<file path="src/rtl/fine_gain_pkg.sv">
package fine_gain_pkg;
   localparam int NUM_CH = 3;
endpackage

</file>
<file path="src/rtl/fine_gain_lane.sv">
module fine_gain_lane #(
   parameter int SAMPLE_W = 10,
   parameter int GAIN_W   = 8,
   parameter bit ROUND_EN = 1'b1
) (
   input  logic                clk,
   input  logic                rst_n,
   input  logic                adv0,
   input  logic                adv1,
   input  logic [SAMPLE_W-1:0] samp,
   input  logic [GAIN_W-1:0]   code,
   output logic [SAMPLE_W-1:0] res
);
   localparam int PROD_W = SAMPLE_W + GAIN_W + 1;
   localparam int SUM_W  = PROD_W + 1;
   localparam logic [SAMPLE_W-1:0] FULL = '1;

   initial begin
      assert (SAMPLE_W >= 2 && SAMPLE_W <= 24) else $error("SAMPLE_W out of range");
      assert (GAIN_W >= 2 && GAIN_W <= 16) else $error("GAIN_W out of range");
   end

   logic [PROD_W-1:0] prod_q;
   logic [SUM_W-1:0]  rnd;
   logic [SUM_W-GAIN_W-1:0] scaled;

   // stage 1: capture the product with the gain in force at acceptance
   always_ff @(posedge clk) begin
      if (!rst_n)
         prod_q <= '0;
      else if (adv0)
         prod_q <= PROD_W'(samp) * PROD_W'({1'b1, code});
   end

   generate
      if (ROUND_EN) begin : g_round
         assign rnd = SUM_W'(prod_q) + SUM_W'(1) * SUM_W'(2 ** (GAIN_W - 1));
      end else begin : g_trunc
         assign rnd = SUM_W'(prod_q);
      end
   endgenerate

   assign scaled = rnd[SUM_W-1:GAIN_W];

   // stage 2: scale back and clip
   always_ff @(posedge clk) begin
      if (!rst_n)
         res <= '0;
      else if (adv1)
         res <= (scaled > (SUM_W-GAIN_W)'(FULL)) ? FULL : scaled[SAMPLE_W-1:0];
   end

   assert_no_overflow_R3: assert property (@(posedge clk) disable iff (!rst_n)
      adv1 && (prod_q >= PROD_W'(FULL) * PROD_W'(2 ** GAIN_W)) |=> res == FULL);
   assert_hold_R8: assert property (@(posedge clk) disable iff (!rst_n)
      !adv1 |=> $stable(res));
endmodule

</file>
<file path="src/rtl/fine_gain_valid_pipe.sv">
module fine_gain_valid_pipe #(
   parameter int DEPTH = 2
) (
   input  logic clk,
   input  logic rst_n,
   input  logic vin,
   output logic [DEPTH-1:0] stage
);
   initial assert (DEPTH >= 1) else $error("DEPTH must be positive");

   always_ff @(posedge clk) begin
      if (!rst_n)
         stage <= '0;
      else
         stage <= DEPTH'({stage, vin});
   end

   assert_latency_R6: assert property (@(posedge clk) disable iff (!rst_n)
      vin |=> stage[0]);
endmodule

</file>
<file path="src/rtl/fine_gain_top.sv">
module fine_gain_top
   import fine_gain_pkg::*;
#(
   parameter int SAMPLE_W = 10,
   parameter int GAIN_W   = 8,
   parameter bit ROUND_EN = 1'b1
) (
   input  logic                clk,
   input  logic                rst_n,
   input  logic                in_valid,
   input  logic [SAMPLE_W-1:0] in_s0,
   input  logic [SAMPLE_W-1:0] in_s1,
   input  logic [SAMPLE_W-1:0] in_s2,
   input  logic [GAIN_W-1:0]   gain0,
   input  logic [GAIN_W-1:0]   gain1,
   input  logic [GAIN_W-1:0]   gain2,
   output logic                out_valid,
   output logic [SAMPLE_W-1:0] out_s0,
   output logic [SAMPLE_W-1:0] out_s1,
   output logic [SAMPLE_W-1:0] out_s2
);
   localparam int LAT = 2;

   logic [LAT-1:0] vstage;
   logic [SAMPLE_W-1:0] s_arr [NUM_CH];
   logic [GAIN_W-1:0]   g_arr [NUM_CH];
   logic [SAMPLE_W-1:0] r_arr [NUM_CH];

   assign s_arr[0] = in_s0; assign s_arr[1] = in_s1; assign s_arr[2] = in_s2;
   assign g_arr[0] = gain0; assign g_arr[1] = gain1; assign g_arr[2] = gain2;

   fine_gain_valid_pipe #(.DEPTH(LAT)) u_vp (
      .clk(clk), .rst_n(rst_n), .vin(in_valid), .stage(vstage));

   generate
      for (genvar c = 0; c < NUM_CH; c++) begin : g_ch
         fine_gain_lane #(.SAMPLE_W(SAMPLE_W), .GAIN_W(GAIN_W), .ROUND_EN(ROUND_EN)) u_lane (
            .clk(clk), .rst_n(rst_n), .adv0(in_valid), .adv1(vstage[0]),
            .samp(s_arr[c]), .code(g_arr[c]), .res(r_arr[c]));
         // zero gain is identity, two cycles on
         assert_unity_R4: assert property (@(posedge clk) disable iff (!rst_n)
            in_valid && g_arr[c] == '0 |=> ##1 r_arr[c] == $past(s_arr[c], 2));
      end
   endgenerate

   assign out_valid = vstage[LAT-1];
   assign out_s0 = r_arr[0];
   assign out_s1 = r_arr[1];
   assign out_s2 = r_arr[2];

   assert_valid_delay_R6: assert property (@(posedge clk) disable iff (!rst_n)
      in_valid |=> ##1 out_valid);
   assert_no_spurious_R6: assert property (@(posedge clk) disable iff (!rst_n)
      !in_valid |=> ##1 !out_valid);
endmodule

</file>
<file path="config.mk">
export PLATFORM = sky130hd
export DESIGN_NAME = fine_gain_top
export DESIGN_NICKNAME = d
export VERILOG_FILES = /design/src/rtl/fine_gain_pkg.sv /design/src/rtl/fine_gain_lane.sv /design/src/rtl/fine_gain_valid_pipe.sv /design/src/rtl/fine_gain_top.sv
export SDC_FILE = /design/constraint.sdc
export NUM_CORES = 1
export LEC_CHECK = 0
export BUFFER_PORTS_ARGS = -buffer_cell sky130_fd_sc_hd__buf_4
export CORE_MARGIN = 5
export CORE_UTILIZATION = 41
export DETAILED_ROUTE_END_ITERATION = 10
export GPL_ROUTABILITY_DRIVEN = 0
export SETUP_SLACK_MARGIN = 0.05
export SKIP_CTS_REPAIR_TIMING = 1
export SYNTH_ARGS = -nofsm -noshare
export SYNTH_HDL_FRONTEND = slang
export SYNTH_HIERARCHICAL = 1
export SYNTH_SLANG_ARGS = --single-unit
</file>
<file path="constraint.sdc">
create_clock -name clk -period 10.23 [get_ports clk]
set_input_delay 0 -clock clk [delete_from_list [all_inputs] [get_ports clk]]
set_output_delay 0 -clock clk [all_outputs]
set_load 0.02 [all_outputs]
</file>
==> flow_summary_export.csv, run 1 <==
group,metric,value,unit
global_routing,grt_start_max_net_pins,79,
floorplan,dieArea,31200,um^2
min_path,hold_path_class,"in2reg",
clock_tree,cts_buffers,9,
finish,nNetsFinal,1730,
route,drt-initial-drc-count,325,
route,drc_errors,0,
power,pwr-share-comb,71.6,%
critical_path,critPathKind,"in2reg",
timing,slew_viol_final,0,
critical_path,setup.worst_path.start_class,"input port",
power,internal-power,1.25,mW
critical_path,crit_family,"adder cells",
global_routing,antenna_found_initial,0,
synth,synth.most_common_cell,"inv_1",
clock_tree,cts_tree,"built",
timing,setup_violations,0,
clock_tree,cts.path.max_buffers,2,
timing,worst_pin_slew,713,ps
route,ant_nets,0,
power,clockPowerShare,12.5,%
synth,ys.flop_type,"dfxtp_1",
timing,fin_setup_tns,0,ps
finish,drive_gt1_share,8.71,%
timing,relSlewSlack,52.5,%
clock_tree,clk_latency,330,ps
floorplan,initial_utilization,41.3,%
synth,synthTopCellsByArea,"fa_1 (30%), dfxtp_1 (12%), ha_1 (12%), inv_1 (8.9%), and2_1 (6.5%)",
floorplan,ioPinCount,88,
placement,numPortBuffers,87,
timing,hold_ws,207,ps
clock_tree,cts.root.buffer_cell,"clkbuf_16",
finish,syn_to_final_growth,10.5,%
finish,num-fill-cells,2809,
power,powerDensity,194,nW/um^2
power,cellLeakagePower,6.21,nW
power,seq_power_share,15.9,%
global_routing,grt_pass1_vias,9152,
synth,synth_area_leader_cell,"fa_1",
critical_path,worstPathCellList,"buf_4 > and2_1 > fa_1 > inv_1 > fa_1 > inv_1 > fa_1 > inv_1 > fa_1 > inv_1 > ha_1 > a21oi_1 > nor2b_1 > a21o_1 > a211oi_1 > o21a_1 > o211ai_1",
synth,ys_seq_area_share,11.9,%
synth,synth_area,11400,um^2
critical_path,cp_max_fo,10,
route,first_pass_iters,5,
timing,fin_crit,4020,ps
critical_path,worst-path-buf-inv,5,
floorplan,coreArea,27600,um^2
critical_path,end_kind,"flop",
placement,hpwl,20400,um
clock_tree,numClockSinks,68,
critical_path,cp_slowest_cell,"a211oi_1",
global_routing,grt_pass1_wl,43700,um
timing,timing.fmax,249,MHz
route,wl,24600,um
floorplan,die_x,177,um
power,max-vdd-ir-drop,0.000119,V
timing,hold_viol,0,
timing,period_share,39.3,%
timing,rsz0062_at_grt,"false",
synth,synthCells,1349,
synth,synth_cell_type_count,55,
critical_path,arrival,4230,ps
finish,antenna_cells,0,
clock_tree,cts_max_level,3,
synth,syn_avg_cell_area,8.45,um^2
synth,synth_edf_count,0,
critical_path,cpPeakStageDelay,570,ps
synth,ys_ff_latch,68,
timing,clock-skew-final,5.88,ps
floorplan,die_h,177,um
synth,syn_nets,1682,
synth,synthArstFlopShare,0,%
global_routing,overflow,0,
global_routing,grt_use_total,16.6,%
route,vias_per_cell,5.06,
run,cap_violations,0,
critical_path,critPathRequiredTime,10440,ps
run_status,run_status,"finished clean",
floorplan,fp-row-count,61,
synth,synth_warnings,6,
power,p_sw_share,48.8,%
clock_tree,clk_pin_slew,50,ps
synth,synthTopCellsByCount,"inv_1 (269), fa_1 (168), nand2_1 (157), and2_1 (119), ha_1 (108)",
route,vias,8995,
power,p_sw,1.19,mW
synth,yosysTopAreaCellShare,29.5,%
route,wl_per_cell,13.8,um
cell families (layout without fill, tap and decap cells):
| family | count (synthesis) | after routing | synth area share [%] |
|---|---|---|---|
| simple gates | 421 | 421 | 19.7 |
| xor+xnor | 42 | 42 | 3.23 |
| buf+inv | 320 | 372 | 10.9 |
| fa+ha+maj | 276 | 276 | 41.4 |
| mux | 6 | 6 | 0.527 |
| compound gates | 216 | 216 | 12.3 |
| flops | 68 | 68 | 11.9 |
worst reg2reg max path, cell delays in order, from the launching register on:
cell,delay [ps]
dfxtp_1,420
nand3_2,170
nor4_2,330
mux2i_1,200
and2_1,390
a21oi_1,120
power groups by stage:
stage / registers [mW] / clock network, mW / logic [mW]
floorplan: 0.389 / 0 / 1.35
global placement: 0.394 / 0 / 1.73
detailed placement: 0.394 / 0 / 1.76
CTS: 0.389 / 0.313 / 1.77
global route: 0.399 / 0.329 / 2.05
finish: 0.389 / 0.304 / 1.75
registers in the layout, indices dropped and copies added, names as in the netlist:
name / count
g_ch.u_lane/prod_q: 36
g_ch.u_lane/res: 30
u_vp/stage: 2
routing by layer:
metal	GRT usage, %	part of all wire (%)
met2	28.2	48
met3	2.65	4.1
met5	0	0
met4	2.93	1.1
met1	22.7	46
cell type report:
cell class              count  area (um^2)  area share [%]
inverters                 269         1010            8.02
multi-input cells         961         8800            69.8
well taps                 378          473            3.76
flip-flops and latches     68         1360            10.8
clock inverters             4         50.0           0.397
repair buffers             88          661            5.25
clock buffers              11          243            1.93
cell usage in the layout, fill, tap and decap left out, drive strengths merged, types with 5 or more instances in the layout:
cell type  synthesis  final
o21ai             61     61
xnor2             25     25
o21a               8      8
nand2            157    157
xor2              17     17
fa               168    168
a221o              5      5
inv              269    269
or3               10     10
ha               108    108
buf                8     88
nand3             24     24
nor3b              5      5
nand4b             6      6
o31ai              6      6
dfxtp             68     68
nor3               8      8
a21oi             67     67
mux2i              6      6
nand4             11     11
a21o              13     13
o211ai            16     16
nand3b            18     18
and3              13     13
nor2              25     25
nor2b             10     10
clkbuf            43     11
and2             123    123
a211oi            17     17
through the flow:
step	cell area [um^2]	util (%)	power (mW)	setup slack (ps)	cells
after detailed placement	12300	44.5	2.15	5850	1764
after global routing	12600	45.6	2.77	5950	1779
after floorplan	11400	-	1.74	6000	1349
after global placement	12300	44.5	2.13	5920	1764
final	12600	45.6	2.44	6210	1779
after CTS	12600	45.6	2.47	6190	1779
worst paths after layout:
check	start	endpoint	slack, ps	cells past startpoint
worst max-delay path	gain2[3]	g_ch[2].u_lane/prod_q[18]$_SDFFE_PN0P_	6210	17
worst min-delay path	in_valid	g_ch[2].u_lane/prod_q[16]$_SDFFE_PN0P_	210	2
worst max register to register	g_ch[1].u_lane/prod_q[9]$_SDFFE_PN0P_	g_ch[1].u_lane/res[8]$_SDFFE_PN0P_	8460	5
worst min register to register	g_ch[1].u_lane/prod_q[17]$_SDFFE_PN0P_	g_ch[1].u_lane/prod_q[17]$_SDFFE_PN0P_	520	2
(Power assumes the default switching activity.)
==> run 2: changes to the inputs <==
- clock period: 10.23 -> 4.2 ns (I/O delays scaled with it)
==> run 2 against run 1 <==
Combinational power grew to 2.5 times the previous value. Hold slack better by 41 ps. Non-clock buffer count up 24. Flip-flop and latch count unchanged. Utilization grew 0.74 points. Sequential share of layout area down 0.17 points. Critical path type unchanged. Highest routed layer unchanged.
==> flow_summary_export.csv, run 2 (synthesis gave the netlist of run 1 again) <==
group,metric,value,unit
clock_tree,cts.path.max_buffers,2,
critical_path,rr_worst_depth,5,
run,cap_violations,0,
global_routing,grt_start_max_net_pins,79,
critical_path,cpPeakStageDelay,530,ps
timing,period_share,91.2,%
clock_tree,cts_max_level,3,
power,powerDensity,478,nW/um^2
timing,timing.fmax,261,MHz
global_routing,overflow,0,
route,vias,9195,
critical_path,critPathKind,"in2reg",
power,max-vdd-ir-drop,0.000359,V
critical_path,setup.worst_path.start_class,"input port",
floorplan,coreArea,27600,um^2
power,cellLeakagePower,6.32,nW
finish,multi_input_area,8820,um^2
finish,nNetsFinal,1754,
finish,largest_register_ffs,36,
timing,setup_violations,0,
critical_path,cp_max_fo,9,
timing,fin_crit,3830,ps
placement,hpwl,21300,um
global_routing,antenna_found_initial,0,
critical_path,cp_slowest_cell,"fa_1",
route,ant_nets,0,
critical_path,path_depth,16,
min_path,worstHoldPathCells,2,
finish,layout_common_cells,"inv_1 (269), fa_1 (168), nand2_1 (157)",
timing,hold_viol,0,
critical_path,arrival,4040,ps
finish,top_register,"g_ch.u_lane/prod_q",
timing,worst_pin_slew,737,ps
route,wl_per_cell,14.3,um
critical_path,critPathRequiredTime,4410,ps
finish,ff_latch_area,1360,um^2
floorplan,initial_utilization,41.3,%
global_routing,grt_use_total,17.0,%
global_routing,grt_pass1_vias,9186,
floorplan,die_x,177,um
clock_tree,clk_pin_slew,50,ps
floorplan,dieArea,31200,um^2
min_path,hold_path_class,"in2reg",
critical_path,worst-path-buf-inv,5,
clock_tree,cts.root.buffer_cell,"clkbuf_16",
timing,rsz0062_at_grt,"false",
finish,reg_top3,"g_ch.u_lane/prod_q: 36 flops, g_ch.u_lane/res: 30 flops, u_vp/stage: 2 flops",
clock_tree,numClockSinks,68,
placement,numPortBuffers,87,
clock_tree,cts_buffers,9,
route,drt-initial-drc-count,383,
finish,drive_gt1_share,10.4,%
finish,num-fill-cells,2796,
floorplan,fp-row-count,61,
finish,antenna_cells,0,
timing,clock-skew-final,8.71,ps
critical_path,worstPathCellList,"buf_4 > and2_1 > fa_1 > inv_1 > fa_1 > inv_1 > fa_1 > inv_1 > fa_1 > inv_1 > ha_4 > a2111o_1 > a21o_1 > and2_4 > o211a_1 > a221o_1",
floorplan,die_h,177,um
critical_path,crit_family,"adder cells",
floorplan,ioPinCount,88,
run_status,run_status,"finished clean",
critical_path,end_kind,"flop",
finish,syn_to_final_growth,12.3,%
route,wl,25700,um
finish,final_core_util,46.3,%
global_routing,grt_pass1_wl,44400,um
finish,final_common_cell,"inv_1",
finish,fin_cells,1803,
route,drc_errors,0,
timing,slew_viol_final,0,
route,first_pass_iters,5,
clock_tree,cts_tree,"built",
timing,fin_setup_tns,0,ps
placement,dpl.cell_count,1788,
route,vias_per_cell,5.10,
timing,relSlewSlack,50.9,%
clock_tree,clk_latency,330,ps
[run 2: cell type report]
type                       instances  area share [%]
clock inverter                     4           0.391
sequential                        68            10.6
inverter                         269            7.89
multi-input combinational        961            68.9
timing repair buffer             112            6.57
tap                              378            3.70
clock buffer                      11            1.90
[run 2: per-layer routing]
metal	track usage (%)	vias up	part of all wire (%)	wire (um)
li1	-	4452	-	-
met5	0	-	0	0
met1	24.5	4565	48	12400
met3	2.54	15	3.8	988
met4	1.87	0	0.57	148
met2	28.0	163	47	12200
[run 2: power breakdown]
group          leakage (nW)  total (mW)  internal, mW  switching [mW]
logic                  5.62        4.43          1.91            2.52
registers             0.561       0.947         0.794           0.153
clock network         0.138       0.739         0.471           0.268
total                  6.32        6.12          3.18            2.94
[run 2: path summary, 6_finish.rpt]
kind	from	slack [ps]	to
max	in_s1[3]	370	g_ch[1].u_lane/prod_q[15]$_SDFFE_PN0P_
min	in_valid	250	g_ch[2].u_lane/prod_q[16]$_SDFFE_PN0P_
max reg2reg	g_ch[0].u_lane/prod_q[9]$_SDFFE_PN0P_	2380	g_ch[0].u_lane/res[1]$_SDFFE_PN0P_
min reg2reg	g_ch[2].u_lane/prod_q[16]$_SDFFE_PN0P_	520	g_ch[2].u_lane/prod_q[16]$_SDFFE_PN0P_
[run 2: per-stage QoR]
step / hold WS (ps) / worst slack [ps] / area, um^2 / total power [mW]
3_3_place_gp: 421 / 38.3 / 12500 / 5.37
2_1_floorplan: 122 / 59.1 / 11400 / 4.28
6_report: 248 / 371 / 12800 / 6.12
5_1_grt: 285 / 184 / 12800 / 6.87
3_5_place_dp: 425 / 20.1 / 12500 / 5.41
4_1_cts: 234 / 376 / 12800 / 6.19
==> run 3: changes to the inputs <==
- RECOVER_POWER: default -> 50
==> run 3 against run 2 <==
Final cell count unchanged. The flow now finishes with violations (capacitance limit, slew limit). Hold slack improved by 2.8 ps. Flip-flop and latch count unchanged. Design area decreased by 0.94%. Clock skew about the same. Routed wire length decreased by 0.19%. First-iteration DRC count decreased by 5.0%. Critical path type unchanged.
==> flow_summary_export.csv, run 3 (synthesis gave the netlist of run 1 again) <==
group,metric,value,unit
finish,nNetsFinal,1754,
clock_tree,cts_buffers,9,
route,first_pass_iters,5,
placement,dpl_cell_area,12500,um^2
timing,relSlewSlack,-103,%
timing,slew_viol_final,79,
global_routing,grt-busiest-layer,"met2",
timing,fin_setup_tns,0,ps
critical_path,critPathKind,"in2reg",
route,wl_per_cell,14.3,um
timing,setup_violations,0,
finish,top_register,"g_ch.u_lane/prod_q",
timing,worst_pin_slew,3050,ps
clock_tree,numClockSinks,68,
global_routing,use_met2,28.0,%
placement,numPortBuffers,87,
global_routing,grt_start_max_net_pins,79,
placement,dpl.cell_count,1788,
timing,period_share,91.2,%
critical_path,r2r-end,"g_ch[0].u_lane/res[1]$_SDFFE_PN0P_",
timing,rsz0062_at_grt,"false",
power,powerDensity,481,nW/um^2
critical_path,critPathRequiredTime,4410,ps
floorplan,die_x,177,um
finish,final_common_cell,"inv_1",
clock_tree,cts.path.max_buffers,2,
global_routing,grt_use_total,17.0,%
power,max-vdd-ir-drop,0.000356,V
route,ant_nets,0,
min_path,holdPathEnd,"g_ch[2].u_lane/prod_q[16]$_SDFFE_PN0P_",
critical_path,regToRegStartpoint,"g_ch[0].u_lane/prod_q[9]$_SDFFE_PN0P_",
route,vias,9200,
run,cap_violations,1,
finish,reg_top3,"g_ch.u_lane/prod_q: 36 flops, g_ch.u_lane/res: 30 flops, u_vp/stage: 2 flops",
clock_tree,cts_tree,"built",
clock_tree,cts.root.buffer_cell,"clkbuf_16",
min_path,min_from,"in_valid",
critical_path,cp_max_fo,9,
floorplan,die_h,177,um
critical_path,worst-path-buf-inv,5,
floorplan,coreArea,27600,um^2
route,drt-initial-drc-count,364,
finish,fin_area,12700,um^2
global_routing,use_met1,24.5,%
min_path,worstHoldPathCells,2,
critical_path,setup.worst_path.start_class,"input port",
timing,clock-skew-final,8.70,ps
global_routing,grt_pass1_wl,44400,um
finish,drive_gt1_share,8.14,%
critical_path,cp_slowest_cell,"fa_1",
route,wl,25700,um
timing,timing.fmax,261,MHz
floorplan,initial_utilization,41.3,%
placement,hpwl,21300,um
critical_path,end_kind,"flop",
critical_path,cpPeakStageDelay,530,ps
clock_tree,clk_latency,320,ps
floorplan,ioPinCount,88,
finish,antenna_cells,0,
route,drc_errors,0,
floorplan,dieArea,31200,um^2
route,vias_per_cell,5.10,
critical_path,crit_family,"adder cells",
critical_path,path_depth,16,
critical_path,worstPathCellList,"buf_4 > and2_1 > fa_1 > inv_1 > fa_1 > inv_1 > fa_1 > inv_1 > fa_1 > inv_1 > ha_4 > a2111o_1 > a21o_1 > and2_4 > o211a_1 > a221o_1",
finish,num-fill-cells,2821,
critical_path,regToRegSetupSlack,2370,ps
min_path,hold_path_class,"in2reg",
global_routing,grt_pass1_vias,9186,
timing,hold_viol,0,
power,cellLeakagePower,6.19,nW
finish,fin_cells,1803,
global_routing,use_met3,2.54,%
clock_tree,cts_max_level,3,
critical_path,arrival,4040,ps
run_status,run_status,"complete, but fails checks",
clock_tree,clk_pin_slew,50,ps
global_routing,antenna_found_initial,0,
finish,layout_common_cells,"inv_1 (269), fa_1 (168), nand2_1 (157)",
finish,largest_register_ffs,36,
floorplan,fp-row-count,61,
finish,syn_to_final_growth,11.3,%
timing,fin_crit,3830,ps
global_routing,overflow,0,
critical_path,crit_path_start,"in_s1[3]",
run_status,violations,"capacitance limit, slew limit",
critical_path,rr_worst_depth,5,
## run 3: changes by cell type in the layout (fill, tap and decap cells not counted)
cell / previous run / this run
buf_4: 112 / 80
clkbuf_1: 1 / 33
## run 3: area by class of cell
type	instances	area [um^2]	area share [%]
clock buffer	11	243	1.91
clock inverter	4	50.0	0.395
inverter	269	1010	7.96
multi-input combinational	961	8820	69.6
sequential	68	1360	10.7
tap	378	473	3.73
timing repair buffer	112	721	5.68
## run 3: through the flow
step                      utilization [%]  hold slack [ps]  setup WS (ps)  total power [mW]
after floorplan                         -              122           59.1              4.28
after global placement               45.3              421           38.3              5.37
after detailed placement             45.3              425           20.1              5.41
after CTS                            46.3              234            376              6.19
after global routing                 45.9              285            184              6.84
final                                45.9              251            368              6.09
## run 3: power by group
part,internal (mW),leakage (nW),total [mW],switching (mW)
logic,1.89,5.49,4.41,2.51
clock network,0.471,0.138,0.739,0.268
registers,0.795,0.561,0.946,0.152
total,3.16,6.19,6.09,2.93
## run 3: worst register-to-register path, cell delays in order, from the launching register on
cell,delay [ps]
dfxtp_1,440
nand3_2,180
nor4_2,340
mux2i_1,200
and2_1,400
a21oi_1,140
## run 3: layer usage
layer	wire length (um)	up-vias	share of wire [%]
met5	0	-	0
met1	12300	4568	48
met2	12200	164	48
met3	973	15	3.8
li1	-	4453	-
met4	148	0	0.58
## run 3: how the worst max path moves through the flow
stage / endpoint / slack [ps]
floorplan: g_ch[1].u_lane/prod_q[15]$_SDFFE_PN0P_ / 60
global placement: g_ch[1].u_lane/prod_q[15]$_SDFFE_PN0P_ / 40
detailed placement: g_ch[1].u_lane/prod_q[15]$_SDFFE_PN0P_ / 20
CTS: g_ch[1].u_lane/prod_q[15]$_SDFFE_PN0P_ / 380
global route: g_ch[2].u_lane/prod_q[15]$_SDFFE_PN0P_ / 180
finish: g_ch[1].u_lane/prod_q[15]$_SDFFE_PN0P_ / 370
